`src/rtl/led_blink_pkg.sv`:
```
package led_blink_pkg;
  localparam int unsigned FIELD_W    = 2;
  localparam int unsigned NUM_FIELDS = 5;
  localparam int unsigned CFG_W      = FIELD_W * NUM_FIELDS;
  localparam int unsigned NUM_RATES  = 3;

  typedef enum logic [2:0] {
    MODE_RELEASE,
    MODE_BLINK_1HZ,
    MODE_BLINK_HALF,
    MODE_BLINK_QUARTER,
    MODE_LOW
  } led_mode_e;
endpackage

```
`src/rtl/blink_divider.sv`:
```
module blink_divider #(
  parameter int unsigned HALF_TICKS = 500,
  parameter int unsigned RATES      = 3
) (
  input  logic             clk_i,
  input  logic             rst_ni,
  input  logic             tick_i,
  output logic [RATES-1:0] phase_o
);
  localparam int unsigned CNT_W = (HALF_TICKS > 1) ? $clog2(HALF_TICKS) : 1;
  localparam logic [CNT_W-1:0] CNT_LAST = CNT_W'(HALF_TICKS - 1);

  logic [CNT_W-1:0] cnt_q;
  logic [RATES-1:0] phase_q;

  always_ff @(posedge clk_i or negedge rst_ni) begin
    if (!rst_ni) begin
      cnt_q   <= '0;
      phase_q <= '0;
    end else if (tick_i) begin
      if (cnt_q == CNT_LAST) begin
        cnt_q   <= '0;
        phase_q <= phase_q + RATES'(1);
      end else begin
        cnt_q <= cnt_q + CNT_W'(1);
      end
    end
  end

  assign phase_o = phase_q;


  cnt_bound_chk: assert property (@(posedge clk_i) disable iff (!rst_ni)
    cnt_q <= CNT_LAST);


  no_tick_hold_chk: assert property (@(posedge clk_i) disable iff (!rst_ni)
    !tick_i |=> $stable(phase_q) && $stable(cnt_q));

  // slower rates step only on a falling edge of the next faster one
  for (genvar i = 1; i < RATES; i++) begin : g_cascade
    rate_align_chk: assert property (@(posedge clk_i) disable iff (!rst_ni)
      !$stable(phase_q[i]) |-> $fell(phase_q[i-1]));
  end
endmodule

```
`src/rtl/led_mode_select.sv`:
```
module led_mode_select
  import led_blink_pkg::*;
(
  input  logic [FIELD_W-1:0] state_i,
  input  logic [CFG_W-1:0]   cfg_i,
  output led_mode_e          mode_o
);
  logic [NUM_FIELDS-1:0] match;

  for (genvar f = 0; f < NUM_FIELDS; f++) begin : g_match
    assign match[f] = (cfg_i[f*FIELD_W +: FIELD_W] == state_i);
  end

  function automatic led_mode_e field_mode(input int f);
    case (f)
      0:       return MODE_LOW;
      1:       return MODE_BLINK_QUARTER;
      2:       return MODE_BLINK_HALF;
      3:       return MODE_BLINK_1HZ;
      default: return MODE_RELEASE;
    endcase
  endfunction

  // later (higher) fields override lower ones
  always_comb begin
    mode_o = MODE_RELEASE;
    for (int f = 0; f < NUM_FIELDS; f++) begin
      if (match[f]) mode_o = field_mode(f);
    end
  end
endmodule

```
`src/rtl/led_pin_driver.sv`:
```
module led_pin_driver
  import led_blink_pkg::*;
(
  input  logic                 clk_i,
  input  logic                 rst_ni,
  input  led_mode_e            mode_i,
  input  logic [NUM_RATES-1:0] phase_i,
  input  logic                 invert_i,
  output logic                 drive_low_o,
  output logic                 release_o
);
  logic drive_d, release_d, drive_q, release_q;

  always_comb begin
    drive_d   = 1'b0;
    release_d = 1'b0;
    case (mode_i)
      MODE_LOW:           drive_d = 1'b1;
      MODE_BLINK_1HZ:     drive_d = phase_i[0] ^ invert_i;
      MODE_BLINK_HALF:    drive_d = phase_i[1] ^ invert_i;
      MODE_BLINK_QUARTER: drive_d = phase_i[2] ^ invert_i;
      default:            release_d = 1'b1;
    endcase
  end

  always_ff @(posedge clk_i or negedge rst_ni) begin
    if (!rst_ni) begin
      drive_q   <= 1'b0;
      release_q <= 1'b1;
    end else begin
      drive_q   <= drive_d;
      release_q <= release_d;
    end
  end

  assign drive_low_o = drive_q;
  assign release_o   = release_q;


  release_no_drive_chk: assert property (@(posedge clk_i) disable iff (!rst_ni)
    release_q |-> !drive_q);


  steady_low_chk: assert property (@(posedge clk_i) disable iff (!rst_ni)
    mode_i == MODE_LOW |=> drive_q && !release_q);


  blink_not_released_chk: assert property (@(posedge clk_i) disable iff (!rst_ni)
    (mode_i == MODE_BLINK_HALF || mode_i == MODE_BLINK_QUARTER) |=> !release_q);
endmodule

```
`src/rtl/led_state_blinker.sv`:
```
module led_state_blinker
  import led_blink_pkg::*;
#(
  parameter int unsigned HALF_TICKS = 500
) (
  input  logic       clk_i,
  input  logic       rst_ni,
  input  logic [1:0] state_code_i,
  input  logic [9:0] pwr_cfg_i,
  input  logic [9:0] sus_cfg_i,
  input  logic       invert_i,
  input  logic       tick_1k_i,
  output logic       pwr_drive_low_o,
  output logic       pwr_release_o,
  output logic       sus_drive_low_o,
  output logic       sus_release_o
);
  localparam int unsigned NUM_LEDS = 2;

  logic [NUM_RATES-1:0]            phase;
  logic [NUM_LEDS-1:0][CFG_W-1:0]  cfg_w;
  logic [NUM_LEDS-1:0]             drive_w;
  logic [NUM_LEDS-1:0]             release_w;

  assign cfg_w[0] = pwr_cfg_i;
  assign cfg_w[1] = sus_cfg_i;

  blink_divider #(
    .HALF_TICKS (HALF_TICKS),
    .RATES      (NUM_RATES)
  ) u_div (
    .clk_i   (clk_i),
    .rst_ni  (rst_ni),
    .tick_i  (tick_1k_i),
    .phase_o (phase)
  );

  for (genvar l = 0; l < NUM_LEDS; l++) begin : g_led
    led_mode_e mode;

    led_mode_select u_sel (
      .state_i (state_code_i),
      .cfg_i   (cfg_w[l]),
      .mode_o  (mode)
    );

    led_pin_driver u_drv (
      .clk_i       (clk_i),
      .rst_ni      (rst_ni),
      .mode_i      (mode),
      .phase_i     (phase),
      .invert_i    (invert_i),
      .drive_low_o (drive_w[l]),
      .release_o   (release_w[l])
    );
  end

  assign pwr_drive_low_o = drive_w[0];
  assign pwr_release_o   = release_w[0];
  assign sus_drive_low_o = drive_w[1];
  assign sus_release_o   = release_w[1];

  // a top-field match in the previous cycle must leave the pin released
  top_field_wins_chk: assert property (@(posedge clk_i) disable iff (!rst_ni)
    (pwr_cfg_i[9:8] == state_code_i) |=> pwr_release_o && !pwr_drive_low_o);
endmodule

```
`config.mk`:
```
export PLATFORM = sky130hd
export DESIGN_NAME = led_state_blinker
export DESIGN_NICKNAME = d
export VERILOG_FILES = /design/src/rtl/led_blink_pkg.sv /design/src/rtl/blink_divider.sv /design/src/rtl/led_mode_select.sv /design/src/rtl/led_pin_driver.sv /design/src/rtl/led_state_blinker.sv
export SDC_FILE = /design/constraint.sdc
export NUM_CORES = 1
export LEC_CHECK = 0
export BUFFER_PORTS_ARGS = -buffer_cell sky130_fd_sc_hd__buf_4
export CORE_UTILIZATION = 45
export DETAILED_ROUTE_END_ITERATION = 10
export PLACE_DENSITY = 0.72
export SYNTH_ARGS = -nofsm -noshare
export SYNTH_HDL_FRONTEND = slang
export SYNTH_SLANG_ARGS = --single-unit
```
`constraint.sdc`:
```
create_clock -name clk_i -period 3.7 [get_ports clk_i]
set_input_delay 0.74 -clock clk_i [delete_from_list [all_inputs] [get_ports clk_i]]
set_output_delay 0.74 -clock clk_i [all_outputs]
set_load 0.03 [all_outputs]
```
==> metrics.txt <==
latest clock arrival within the worst-skew pair 0.28 ns; CP delay by family, top flip-flops; vias in the first global route 794; status finished, final reports clean; main combinational cell family by area after synthesis XOR/XNOR gates; Rows 17; switch share 35.0%; CTS Buf Count 3; Post-Synth Simple-Gate Area 15.5%; VDD IR-drop max 245 uV; critical path class flip-flop to output port; # diodes 0; Rel. slew slack 70.3%; mean post-synth cell area 9.87 um2; crit path max fanout 1; Data required, critical path 2.96 ns; Post-CTS Setup Inserts 0; final instance area 1290 um2; HP Class primary input to asynchronous set/reset pin; Wirelength per Cell 11.5 um; Fin. Hold Viols 0; crit path DAT 0.96 ns; WHS 0.288 ns; worst path buffer plus inverter count 1; first-pass GRT wire length 3370 um; post_cts resized 0; die height 50.0 um; clock power share 17.3%; Sequential Power Share 48.8%; grt ovf 0; area delta synth->final 24.4%; setup TNS 0 ns; CP endpoint kind output port; Combinational Power Share 33.8%; CTS Root Buffer Type clkbuf_4; Int Power 0.354 mW; Starting DRT DRC Count 6; clock-pin slew on the worst setup and hold paths 0.09 ns; die width 50.0 um; final-report setup violation count 0; Clock H-tree levels 1; residual DRC count 0; Seq/Total Area, Yosys 38.9%; Synth Register Bits 16; worst slew pin tran 0.434 ns; FMAX 0.588 GHz; critical path's slowest cell dfstp_2; leakage power 0.584 nW; post-synthesis mux area share 2.17%; RSZ-0062 raised after global routing false; CTS tree done; max incr delay on CP 0.53 ns; Netlist cell types 25; DRT antenna net count 0; GRT Util Overall 17.9%; vias 820; Placer Congestion 0.739; synth top area cells dfrtp_1, xor2_1, xnor2_1; max-cap violation count 0; CTS Sinks 16; die area 2500 um2; top cell type's share of synthesized area 33.8%; CP startpoint kind flip-flop; ratio of final minimum period to clock period 45.9%; CTS Buffer Depth 2; Post-Syn Area 1040 um2; min Tclk post-route 1.70 ns; DP HPWL 1550 um; crit-path cells buf_4; Placed Area 1260 um2; Pre-antenna DRT Iters 4; power density cells 422 nW/um2; Worst Skew 0.00665 ns; antenna violations before repair 0; area leader, netlist dfrtp_1; PortBufs 29; Mapped Cells 105; largest net degree at the start of global routing 17; adder-cell share of the synthesized area 2.42%; WL final 1880 um; Net Sw Power 0.190 mW; complex-gate fraction of the synthesized area 11.1%; hold-fix buffer count after cts 0; initial core utilization 47.3%; xor and xnor area share after synthesis 27.1%; IO Pins 30; Mapped Nets 133; routed vias/inst 5.03; Yosys warnings 0; core area 2190 um2; layout net count 164; share of layout cells above drive strength 1 28.9%; final slew viol count 0
placed cells by master, fill, tap and decap left out, drive strengths merged:
| cell type | Yosys | final |
|---|---|---|
| buf | 2 | 29 |
| xor2 | 18 | 18 |
| xnor2 | 14 | 14 |
| dfrtp | 14 | 14 |
| nand2 | 11 | 11 |
| o21ai | 7 | 7 |
| nor2 | 6 | 6 |
| or3 | 5 | 5 |
| clkbuf | 1 | 4 |
| o22ai | 3 | 3 |
| nand4 | 3 | 3 |
| a21oi | 3 | 3 |
| a31oi | 2 | 2 |
| a2111oi | 2 | 2 |
| mux2 | 2 | 2 |
| ha | 2 | 2 |
| dfstp | 2 | 2 |
| or3b | 2 | 2 |
| nor3 | 2 | 2 |
| nand3b | 1 | 1 |
| o31ai | 1 | 1 |
| inv | 1 | 1 |
| a31o | 1 | 1 |
metal layers:
layer / global-route usage (%) / vias to the layer above / wire length [um]
met5: 0 / - / 0
met4: 8.57 / 0 / 32
met3: 1.85 / 4 / 62
met2: 31.8 / 21 / 967
met1: 21.2 / 373 / 820
li1: - / 422 / -
metrics by stage:
step | instances | utilization (%) | power [mW] | setup WS, ns
after floorplan | 105 | - | 0.385 | 1.98
after global placement | 159 | 57.6 | 0.445 | 1.83
after detailed placement | 159 | 57.6 | 0.457 | 1.75
after CTS | 163 | 58.8 | 0.550 | 1.99
after global routing | 163 | 58.8 | 0.588 | 1.91
final | 163 | 58.8 | 0.544 | 2.00
cells by family after synthesis:
group,Yosys count
xor+xnor,32
buf+inv,4
fa+ha+maj,2
simple gates,30
compound gates,19
flops,16
mux,2
registers in the layout, indices dropped and copies added, names as in the netlist:
name and count:
u_div.cnt_q 9, g_led.u_drv.drive_low_o 2, u_div.phase_o 3, g_led.u_drv.release_o 2
Yosys cell counts:
master / count
or3_1: 5
a21oi_1: 3
or3b_2: 1
a31o_2: 1
o21ai_0: 7
xnor2_1: 14
o22ai_1: 3
xor2_1: 18
o31ai_1: 1
nor3_1: 1
dfrtp_1: 14
buf_6: 2
dfstp_2: 2
nor2_1: 6
ha_1: 2
a2111oi_0: 2
or3b_1: 1
nand4_1: 3
clkbuf_1: 1
nor3_4: 1
inv_1: 1
a31oi_1: 2
mux2_2: 2
nand2_1: 11
nand3b_1: 1
path summary, 6_finish.rpt:
kind / startpoint / to / slack [ns] / cells past startpoint
worst max register to register: u_div.cnt_q[3] / u_div.phase_o[1] / 2.02 / 3
max in group asynchronous: rst_ni / g_led[1].u_drv.release_o / 3.16 / 1
worst min register to register: u_div.phase_o[0] / u_div.phase_o[0] / 0.54 / 1
min in group clk_i: u_div.phase_o[0] / u_div.phase_o[0] / 0.54 / 1
worst max-delay path: g_led[0].u_drv.release_o / pwr_release_o / 2.00 / 1
worst min-delay path: rst_ni / u_div.cnt_q[3] / 0.29 / 1
power groups by stage:
stage / Clock, mW / Combinational [mW] / Sequential (mW)
6_report: 0.0944 / 0.184 / 0.266
3_5_place_dp: 0 / 0.187 / 0.270
2_1_floorplan: 0 / 0.108 / 0.276
4_1_cts: 0.0966 / 0.187 / 0.267
5_1_grt: 0.104 / 0.209 / 0.275
3_3_place_gp: 0 / 0.180 / 0.266
cell type report:
| class | count | area, um2 |
|---|---|---|
| flip-flops and latches | 16 | 403 |
| repair buffers | 29 | 218 |
| fillers | 189 | 902 |
| clock buffers | 4 | 26.3 |
| inverters | 1 | 3.75 |
| well taps | 28 | 35.0 |
| multi-input cells | 85 | 603 |
Note: power is estimated with default switching activity, not from simulation.
